$ cat src/rtl/rd_resp_seq.sv
module rd_resp_seq #(
  parameter int MASTERS = 4,
  parameter int DATA_W = 32,
  localparam int MID_W = (MASTERS > 1) ? $clog2(MASTERS) : 1
) (
  input  logic              clk,
  input  logic              rst_n,
  input  logic              req_valid,
  input  logic              req_line,
  input  logic [MID_W-1:0]  req_master,
  input  logic              flush_done,
  output logic              pci_req,
  input  logic              pci_done,
  input  logic [2:0]        pci_result,
  input  logic [DATA_W-1:0] pci_rdata,
  output logic              bus_wait,
  output logic              rearb,
  output logic              addr_ack,
  output logic              rd_dack,
  output logic [DATA_W-1:0] rd_data,
  output logic [MASTERS-1:0] merr
);

  typedef enum logic [2:0] {
    S_IDLE, S_HOLD, S_PCI, S_DRAIN, S_ACK, S_RETRY, S_ERR
  } st_t;

  st_t              st, st_nx;
  logic [MID_W-1:0] mid_q;
  logic [DATA_W-1:0] data_q;

  wire take  = (st == S_IDLE) && req_valid && !req_line;
  wire ok_rs = (pci_result == 3'd1) || (pci_result == 3'd2);

  always_comb begin
    st_nx = st;
    case (st)
      S_IDLE:  if (take) st_nx = S_HOLD;
      S_HOLD:  st_nx = S_PCI;
      S_PCI:   if (pci_done) st_nx = (pci_result == 3'd0) ? S_RETRY : (ok_rs ? S_DRAIN : S_ERR);
      S_DRAIN: if (flush_done) st_nx = S_ACK;
      default: st_nx = S_IDLE;
    endcase
  end

  always_ff @(posedge clk) begin
    if (!rst_n) st <= S_IDLE;
    else        st <= st_nx;
  end

  always_ff @(posedge clk) begin
    if (take) mid_q <= req_master;
    if (st == S_PCI && pci_done && ok_rs) data_q <= pci_rdata;
  end

  assign bus_wait = (st == S_HOLD) || (st == S_PCI) || (st == S_DRAIN);
  assign pci_req  = (st == S_PCI);
  assign rearb    = (st == S_RETRY);
  assign addr_ack = (st == S_ACK);
  assign rd_dack  = (st == S_ACK);
  assign rd_data  = data_q;
  assign merr     = (st == S_ERR) ? (MASTERS'(1) << mid_q) : '0;

  a_r1_capture: assert property (@(posedge clk) disable iff (!rst_n)
    take |=> bus_wait && !pci_req);
  a_r7_line_ignored: assert property (@(posedge clk) disable iff (!rst_n)
    (st == S_IDLE && req_valid && req_line) |=> !bus_wait);
  a_r2_req_under_wait: assert property (@(posedge clk) disable iff (!rst_n)
    pci_req |-> bus_wait);
  a_r5_ack_after_flush: assert property (@(posedge clk) disable iff (!rst_n)
    addr_ack |-> $past(flush_done));
  a_r4_data_held: assert property (@(posedge clk) disable iff (!rst_n)
    addr_ack |-> $stable(rd_data));
  a_r3_one_response: assert property (@(posedge clk) disable iff (!rst_n)
    $onehot0({addr_ack, rearb, |merr}));
  a_r6_merr_onehot: assert property (@(posedge clk) disable iff (!rst_n)
    $onehot0(merr));
  a_r6_merr_pulse: assert property (@(posedge clk) disable iff (!rst_n)
    (|merr) |=> merr == '0);
  a_r8_back_to_idle: assert property (@(posedge clk) disable iff (!rst_n)
    (addr_ack || rearb || (|merr)) |=> !pci_req && !addr_ack && !rearb && merr == '0);

endmodule

$ cat config.mk
export PLATFORM = sky130hd
export DESIGN_NAME = rd_resp_seq
export DESIGN_NICKNAME = d
export VERILOG_FILES = /design/src/rtl/rd_resp_seq.sv
export SDC_FILE = /design/constraint.sdc
export NUM_CORES = 1
export LEC_CHECK = 0
export BUFFER_PORTS_ARGS = -buffer_cell sky130_fd_sc_hd__buf_2
export CORE_MARGIN = 8
export CORE_UTILIZATION = 34
export CTS_CLUSTER_SIZE = 20
export DETAILED_ROUTE_END_ITERATION = 16
export GPL_TIMING_DRIVEN = 0
export PLACE_DENSITY = 0.67
export SLEW_MARGIN = 20
export SYNTH_ARGS = -nofsm -noshare
export SYNTH_HDL_FRONTEND = slang
export SYNTH_SLANG_ARGS = --single-unit
$ cat constraint.sdc
create_clock -name clk -period 2.9 [get_ports clk]
set_input_delay 0.435 -clock clk [delete_from_list [all_inputs] [get_ports clk]]
set_output_delay 0.435 -clock clk [all_outputs]
set_load 0.005 [all_outputs]
==> results.md, run 1 <==
- **run status** completed
- **CTS hold repair buffers** 0
- **Worst Clk Skew** 0.007295 ns
- **multiplexer area fraction after synthesis** 0.7737%
- **maximum buffer depth of the clock tree** 2
- **post-placement setup slack** 0.9090 ns
- **Final Hold Fails** 0
- **remaining max-slew budget at the tightest pin** 52.27%
- **via count of the first global-routing pass** 1,054
- **fill cell instance count of the final layout** 324
- **chain of cells forming the critical path** clkbuf_1, and3b_1, nor3b_1, buf_2
- **leakage power of the design** 0.8049 nW
- **worst path required time** 2.47 ns
- **maximum frequency from static timing analysis** 0.5160 GHz
- **path type of the worst min-delay path** in -> reg
- **VDD IR max** 0.0002031 V
- **area of the mapped netlist** 1294 um^2
- **Crit Reg-Reg Startpoint** st[2]$_SDFFE_PN0P_
- **main combinational cell family by area after synthesis** simple AND/OR/NAND/NOR gates
- **clock-pin slew on the worst setup and hold paths** 0.07 ns
- **overall track demand over capacity in global routing** 10.55%
- **total die area** 6035 um^2
- **synth unique cells** 26
- **post-route ant nets** 0
- **Iter 0 DRT Violations** 53
- **non-filler instance count after layout** 212
- **time the final worst path needs with I/O delays and setup** 1.938 ns
- **Port Buf Inserts** 83
- **Compound-Gate Fraction of Synth Area** 3.385%
- **nets** 206
- **number of design rule violations left after detail routing** 0
- **Synth Area in Adders** 0%
- **cell count after synthesis** 73
- **final-report setup violation count** 0
- **CTS root buffer** sky130_fd_sc_hd__clkbuf_8
- **Initial Util** 35.34%
- **count of antenna diodes in the layout** 0
- **Synth Area in XOR/XNOR** 0.6770%
- **Synth warnings** 0
- **layout cell share with drive strength beyond 1** 56.71%
- **post-route setup TNS** 0 ns
- **width of the die** 77.69 um
- **Critical Path Source** st[2]$_SDFFE_PN0P_
- **reported max-cap violation count** 0
- **final total power** 0.9999 mW
- **Total Routed Length** 3243 um
- **maximum fanout along the worst path** 9
- **via density per instance** 4.519
- **clock net sink count** 37
- **worst-skew pair later-pin latency** 0.28 ns
- **wire length of the first global-routing pass** 5140 um
- **syn_area_per_cell** 17.72 um^2
- **estimated wirelength of the detail-placed design** 2581 um
- **DP Area** 1770 um^2
- **unrepaired setup endpoints after global routing** false
- **transition at the pin with the smallest max-transition slack** 0.7159 ns
- **type of origin of the critical path** flip-flop
- **CP peak stage delay** 0.32 ns
- **Critical Path End Type** output pin
- **type of the worst setup path** reg -> out
- **Layout area overhead** 43.23%
- **pin count of the biggest net entering global routing** 33
- **number of antenna violations at the first check in global routing** 0
- **average routed wire per standard cell** 15.30 um
- **core box area** 3661 um^2
- **number of buffers and inverters on the critical path** 2
- **flop and latch count out of synthesis** 37
- **slack of the critical path** 0.9622 ns
- **final core utilization** 50.62%
- **power density over cell area** 539.6 nW/um^2
- **H-Tree Level Count** 2
- **PostCTS Resize Cnt** 0
- **number of top-level pins** 84
- **largest delay contributor family on the critical path** simple AND/OR/NAND/NOR gates
- **Hold WS** 0.3246 ns
- **height of the die** 77.69 um
- **HP Start** pci_rdata[20]
- **placed cell count** 204
- **Detailed Routing Iterations Pass 1** 4
- **max-slew violations** 0
- **via count** 958
- **total gr overflow** 0
- **Non-Filler Cell Area, Final** 1853 um^2
- **proportion of synthesized chip area in sequential cells** 83.56%
- **simple-gate portion of the synthesized area** 9.478%
- **CP max stage cell** sky130_fd_sc_hd__dfxtp_1
- **post-route fraction of the period consumed by the critical path** 66.82%
- **Placement Rows** 22
- **Arr. time, crit path** 1.50 ns
- **number of buffers added by the clock tree synthesis step** 5
- **placer's final routability congestion estimate** 0.7206
- **Net Count, Synth** 116
- **count of buffers added by post-CTS timing repair for setup** 0
- **TritonCTS clock tree** done
cell families (layout without fill, tap and decap cells):
logic type | after synthesis | in the layout
xor gates and xnor gates | 1 | 1
AOI/OAI and AO/OA | 6 | 6
buffers and inverters | 6 | 97
and+or+nand+nor | 22 | 22
DFF | 37 | 37
muxes | 1 | 1
layout by cell type, fill, tap and decap left out, drive strengths merged, types with 2 or more instances in the layout:
| cell | synthesis | routed |
|---|---|---|
| nand2 | 3 | 3 |
| nor3 | 4 | 4 |
| nor2 | 4 | 4 |
| and3 | 3 | 3 |
| buf | 2 | 85 |
| edfxtp | 34 | 34 |
| clkinv | 0 | 2 |
| inv | 3 | 3 |
| dfxtp | 3 | 3 |
| clkbuf | 1 | 7 |
power breakdown:
part / internal (mW) / switching (mW) / leakage, nW
Clock: 0.166 / 0.169 / 0.0450
Sequential: 0.592 / 0.00540 / 0.331
Combinational: 0.0359 / 0.0315 / 0.429
Total: 0.794 / 0.206 / 0.805
worst paths after layout:
path,slack (ns),cells after the start,end
max,0.96,4,merr[0]
max reg2reg,1.04,3,rd_data[14]$_DFFE_PP_
min reg2reg,0.65,2,st[1]$_SDFFE_PN0P_
min,0.32,1,rd_data[20]$_DFFE_PP_
state kept, by name, indices dropped and copies added (netlist names):
name,flops
rd_data,32
st,3
mid_q,2
metal layers:
metal	global-route usage (%)	wire length [um]
met2	16.04	1426
met5	0	0
met4	2.830	25
met1	11.97	1364
met3	6.797	426
worst register-to-register path, cell delays in order, from the launching register on:
cell                       delay, ns
sky130_fd_sc_hd__dfxtp_1        0.31
sky130_fd_sc_hd__clkbuf_1       0.18
sky130_fd_sc_hd__nor2b_1        0.27
sky130_fd_sc_hd__and3_2         0.71
synth_stat cells:
library cell	n	area, um^2
sky130_fd_sc_hd__inv_1	3	11.26
sky130_fd_sc_hd__nor3b_1	1	7.510
sky130_fd_sc_hd__nor4_1	1	6.260
sky130_fd_sc_hd__buf_4	1	7.510
sky130_fd_sc_hd__edfxtp_1	34	1021
sky130_fd_sc_hd__and2_1	1	6.260
sky130_fd_sc_hd__nor2_1	4	15.01
sky130_fd_sc_hd__xnor2_1	1	8.760
sky130_fd_sc_hd__a31oi_1	1	6.260
sky130_fd_sc_hd__nand2_1	3	11.26
sky130_fd_sc_hd__o21ai_0	1	5.000
sky130_fd_sc_hd__dfxtp_1	3	60.06
sky130_fd_sc_hd__nor2b_1	1	6.260
sky130_fd_sc_hd__and3b_1	1	8.760
sky130_fd_sc_hd__mux2i_1	1	10.01
sky130_fd_sc_hd__a2111o_1	1	11.26
sky130_fd_sc_hd__o2bb2ai_1	1	8.760
sky130_fd_sc_hd__buf_2	1	5.000
sky130_fd_sc_hd__clkbuf_1	1	3.750
sky130_fd_sc_hd__nor3_1	4	20.02
sky130_fd_sc_hd__nand4_1	1	6.260
sky130_fd_sc_hd__a21boi_0	1	7.510
sky130_fd_sc_hd__nand2b_1	1	6.260
sky130_fd_sc_hd__or4b_1	1	10.01
sky130_fd_sc_hd__a21oi_1	1	5.000
sky130_fd_sc_hd__and3_1	3	18.77
layout make-up:
type	count	area, um^2	area share (%)
clock buffers	6	72.57	3.916
clock inverters	2	10.01	0.5402
repair buffers	83	415.4	22.42
flip-flops and latches	37	1081	58.34
well taps	48	60.06	3.241
inverters	3	11.26	0.6077
multi-input cells	30	186.4	10.06
plain buffers	3	16.27	0.8778
No activity file was read; power rests on OpenSTA's default activity.
==> run 2, diff against run 1 <==
Settings changed: PLACE_DENSITY 0.67 to 0.69.
Clock period 2.9 ns to 1.7 ns, I/O delays scaled along.
==> run 2 against run 1 <==
Setup slack got worse by 0.89 ns. Power up 71%. Worst hold slack worse by 0.18 ns. Die area unchanged. Critical endpoint is now merr[3].
==> results.md, run 2 (synthesis gave the netlist of run 1 again) <==
- **run status** completed, unchanged
- **number of antenna violations at the first check in global routing** 0, unchanged
- **TritonCTS clock tree** done, unchanged
- **clock net sink count** 37, unchanged
- **type of origin of the critical path** flip-flop, unchanged
- **number of buffers added by the clock tree synthesis step** 5, unchanged
- **pin count of the biggest net entering global routing** 33, unchanged
- **Placement Rows** 22, unchanged
- **time the final worst path needs with I/O delays and setup** 1.624 ns
- **depth of the worst register-to-register path** 2, was 3
- **Final Hold Fails** 0, unchanged
- **max-slew violations** 0, unchanged
- **placer's final routability congestion estimate** 0.7382, was 0.7206
- **fill cell instance count of the final layout** 331, was 324
- **total die area** 6035 um^2, unchanged
- **max reg flops** 32, unchanged
- **worst-skew pair later-pin latency** 0.28 ns, about the same
- **maximum frequency from static timing analysis** 0.6156 GHz
- **wire length of the first global-routing pass** 4995 um, was 5140 um
- **layout cell share with drive strength beyond 1** 59.15%, was 56.71%
- **commonest non-fill, non-tap cell in the layout** sky130_fd_sc_hd__buf_2, unchanged
- **via count of the first global-routing pass** 1,061, was 1,054
- **via count** 957, was 958
- **post-route ant nets** 0, unchanged
- **height of the die** 77.69 um, unchanged
- **count of antenna diodes in the layout** 0, unchanged
- **overall track demand over capacity in global routing** 10.28%, was 10.55%
- **Port Buf Inserts** 83, unchanged
- **Seq. cell area** 1081 um^2, unchanged
- **power density over cell area** 908.6 nW/um^2, was 539.6 nW/um^2
- **final total power** 1.706 mW, was 0.9999 mW
- **VDD IR max** 0.0003784 V, was 0.0002031 V
- **Worst Clk Skew** 0.006859 ns, was 0.007295 ns
- **core box area** 3661 um^2, unchanged
- **worst path required time** 1.44 ns, was 2.47 ns
- **reported max-cap violation count** 0, unchanged
- **multi-input gate area in the final layout** 212.7 um^2, was 186.4 um^2
- **maximum buffer depth of the clock tree** 2, unchanged
- **Critical Path End Type** output pin, unchanged
- **Non-Filler Cell Area, Final** 1878 um^2, was 1853 um^2
- **number of design rule violations left after detail routing** 0, unchanged
- **Total Routed Length** 3320 um, was 3243 um
- **Iter 0 DRT Violations** 20, was 53
- **post-route fraction of the period consumed by the critical path** 95.55%
- **path type of the worst min-delay path** in -> reg, unchanged
- **average routed wire per standard cell** 15.66 um, was 15.30 um
- **unrepaired setup endpoints after global routing** false, unchanged
- **Arr. time, crit path** 1.37 ns, was 1.50 ns
- **width of the die** 77.69 um, unchanged
- **number of top-level pins** 84, unchanged
- **remaining max-slew budget at the tightest pin** 68.76%, was 52.27%
- **Detailed Routing Iterations Pass 1** 4, unchanged
- **nets** 206, unchanged
- **Initial Util** 35.34%, unchanged
- **instance count along the most critical hold path** 1, unchanged
- **Layout area overhead** 45.16%, was 43.23%
- **CTS root buffer** sky130_fd_sc_hd__clkbuf_8, unchanged
- **transition at the pin with the smallest max-transition slack** 0.4643 ns, was 0.7159 ns
- **maximum fanout along the worst path** 10, was 9
- **commonest cells after routing, fill and taps aside** sky130_fd_sc_hd__buf_2, sky130_fd_sc_hd__edfxtp_1, sky130_fd_sc_hd__clkbuf_8, unchanged
- **final-report setup violation count** 0, unchanged
- **H-Tree Level Count** 2, unchanged
- **clock-pin slew on the worst setup and hold paths** 0.07 ns, about the same
- **DP Area** 1770 um^2, unchanged
- **leakage power of the design** 0.8081 nW, was 0.8049 nW
- **type of the worst setup path** reg -> out, unchanged
- **total gr overflow** 0, unchanged
- **count of buffers added by post-CTS timing repair for setup** 0, unchanged
- **via density per instance** 4.514, was 4.519
[run 2: power by group]
part | switching [mW] | internal [mW]
Combinational | 0.0567 | 0.0635
Clock | 0.283 | 0.284
Sequential | 0.0106 | 1.01
Total | 0.350 | 1.36
[run 2: layout make-up]
| class | instances | area share [%] |
|---|---|---|
| buffer | 2 | 0.7995 |
| clock buffer | 6 | 3.864 |
| clock inverter | 2 | 0.5330 |
| inverter | 3 | 0.5996 |
| multi-input combinational | 31 | 11.33 |
| sequential | 37 | 57.56 |
| tap | 48 | 3.198 |
| timing repair buffer | 83 | 22.12 |
[run 2: path summary, 6_finish.rpt]
kind,from,end,slack [ns]
worst min register to register,st[1]$_SDFFE_PN0P_,st[1]$_SDFFE_PN0P_,0.61
worst max-delay path,st[0]$_SDFFE_PN0P_,merr[3],0.08
worst min-delay path,pci_rdata[1],rd_data[1]$_DFFE_PP_,0.15
worst max register to register,st[1]$_SDFFE_PN0P_,rd_data[16]$_DFFE_PP_,0.16
[run 2: timing repair]
item                                    4_1_cts  5_1_grt
endpoints found under the hold margin         0        0
gates cloned                                  0        1
hold buffers                                  0        0
endpoints found under the setup margin       33       34
gates resized for setup                       1        5
[run 2: critical path, cell delays in order (launching register included)]
cell and delay, ns:
sky130_fd_sc_hd__dfxtp_1 0.36, sky130_fd_sc_hd__clkbuf_4 0.20, sky130_fd_sc_hd__and3b_2 0.24, sky130_fd_sc_hd__and3_1 0.18, sky130_fd_sc_hd__buf_2 0.12
[run 2: metal layers]
layer	global-route usage, %	wire, um	vias to the layer above
met5	0	0	-
met4	2.830	0	0
met3	7.143	453	0
met2	15.29	1439	68
met1	11.62	1427	434
li1	-	-	455
[run 2: through the flow]
stage	utilization, %	TNS (ns)	hold WS [ns]	worst slack, ns	instances
floorplan	-	0	0.3539	0.1027	73
global placement	48.36	-2.208	0.4317	-0.07024	204
global route	51.30	0	0.1366	0.01066	212
CTS	50.62	0	0.1324	0.03917	211
detailed placement	48.36	-4.480	0.4335	-0.1413	204
finish	51.30	0	0.1469	0.07564	212
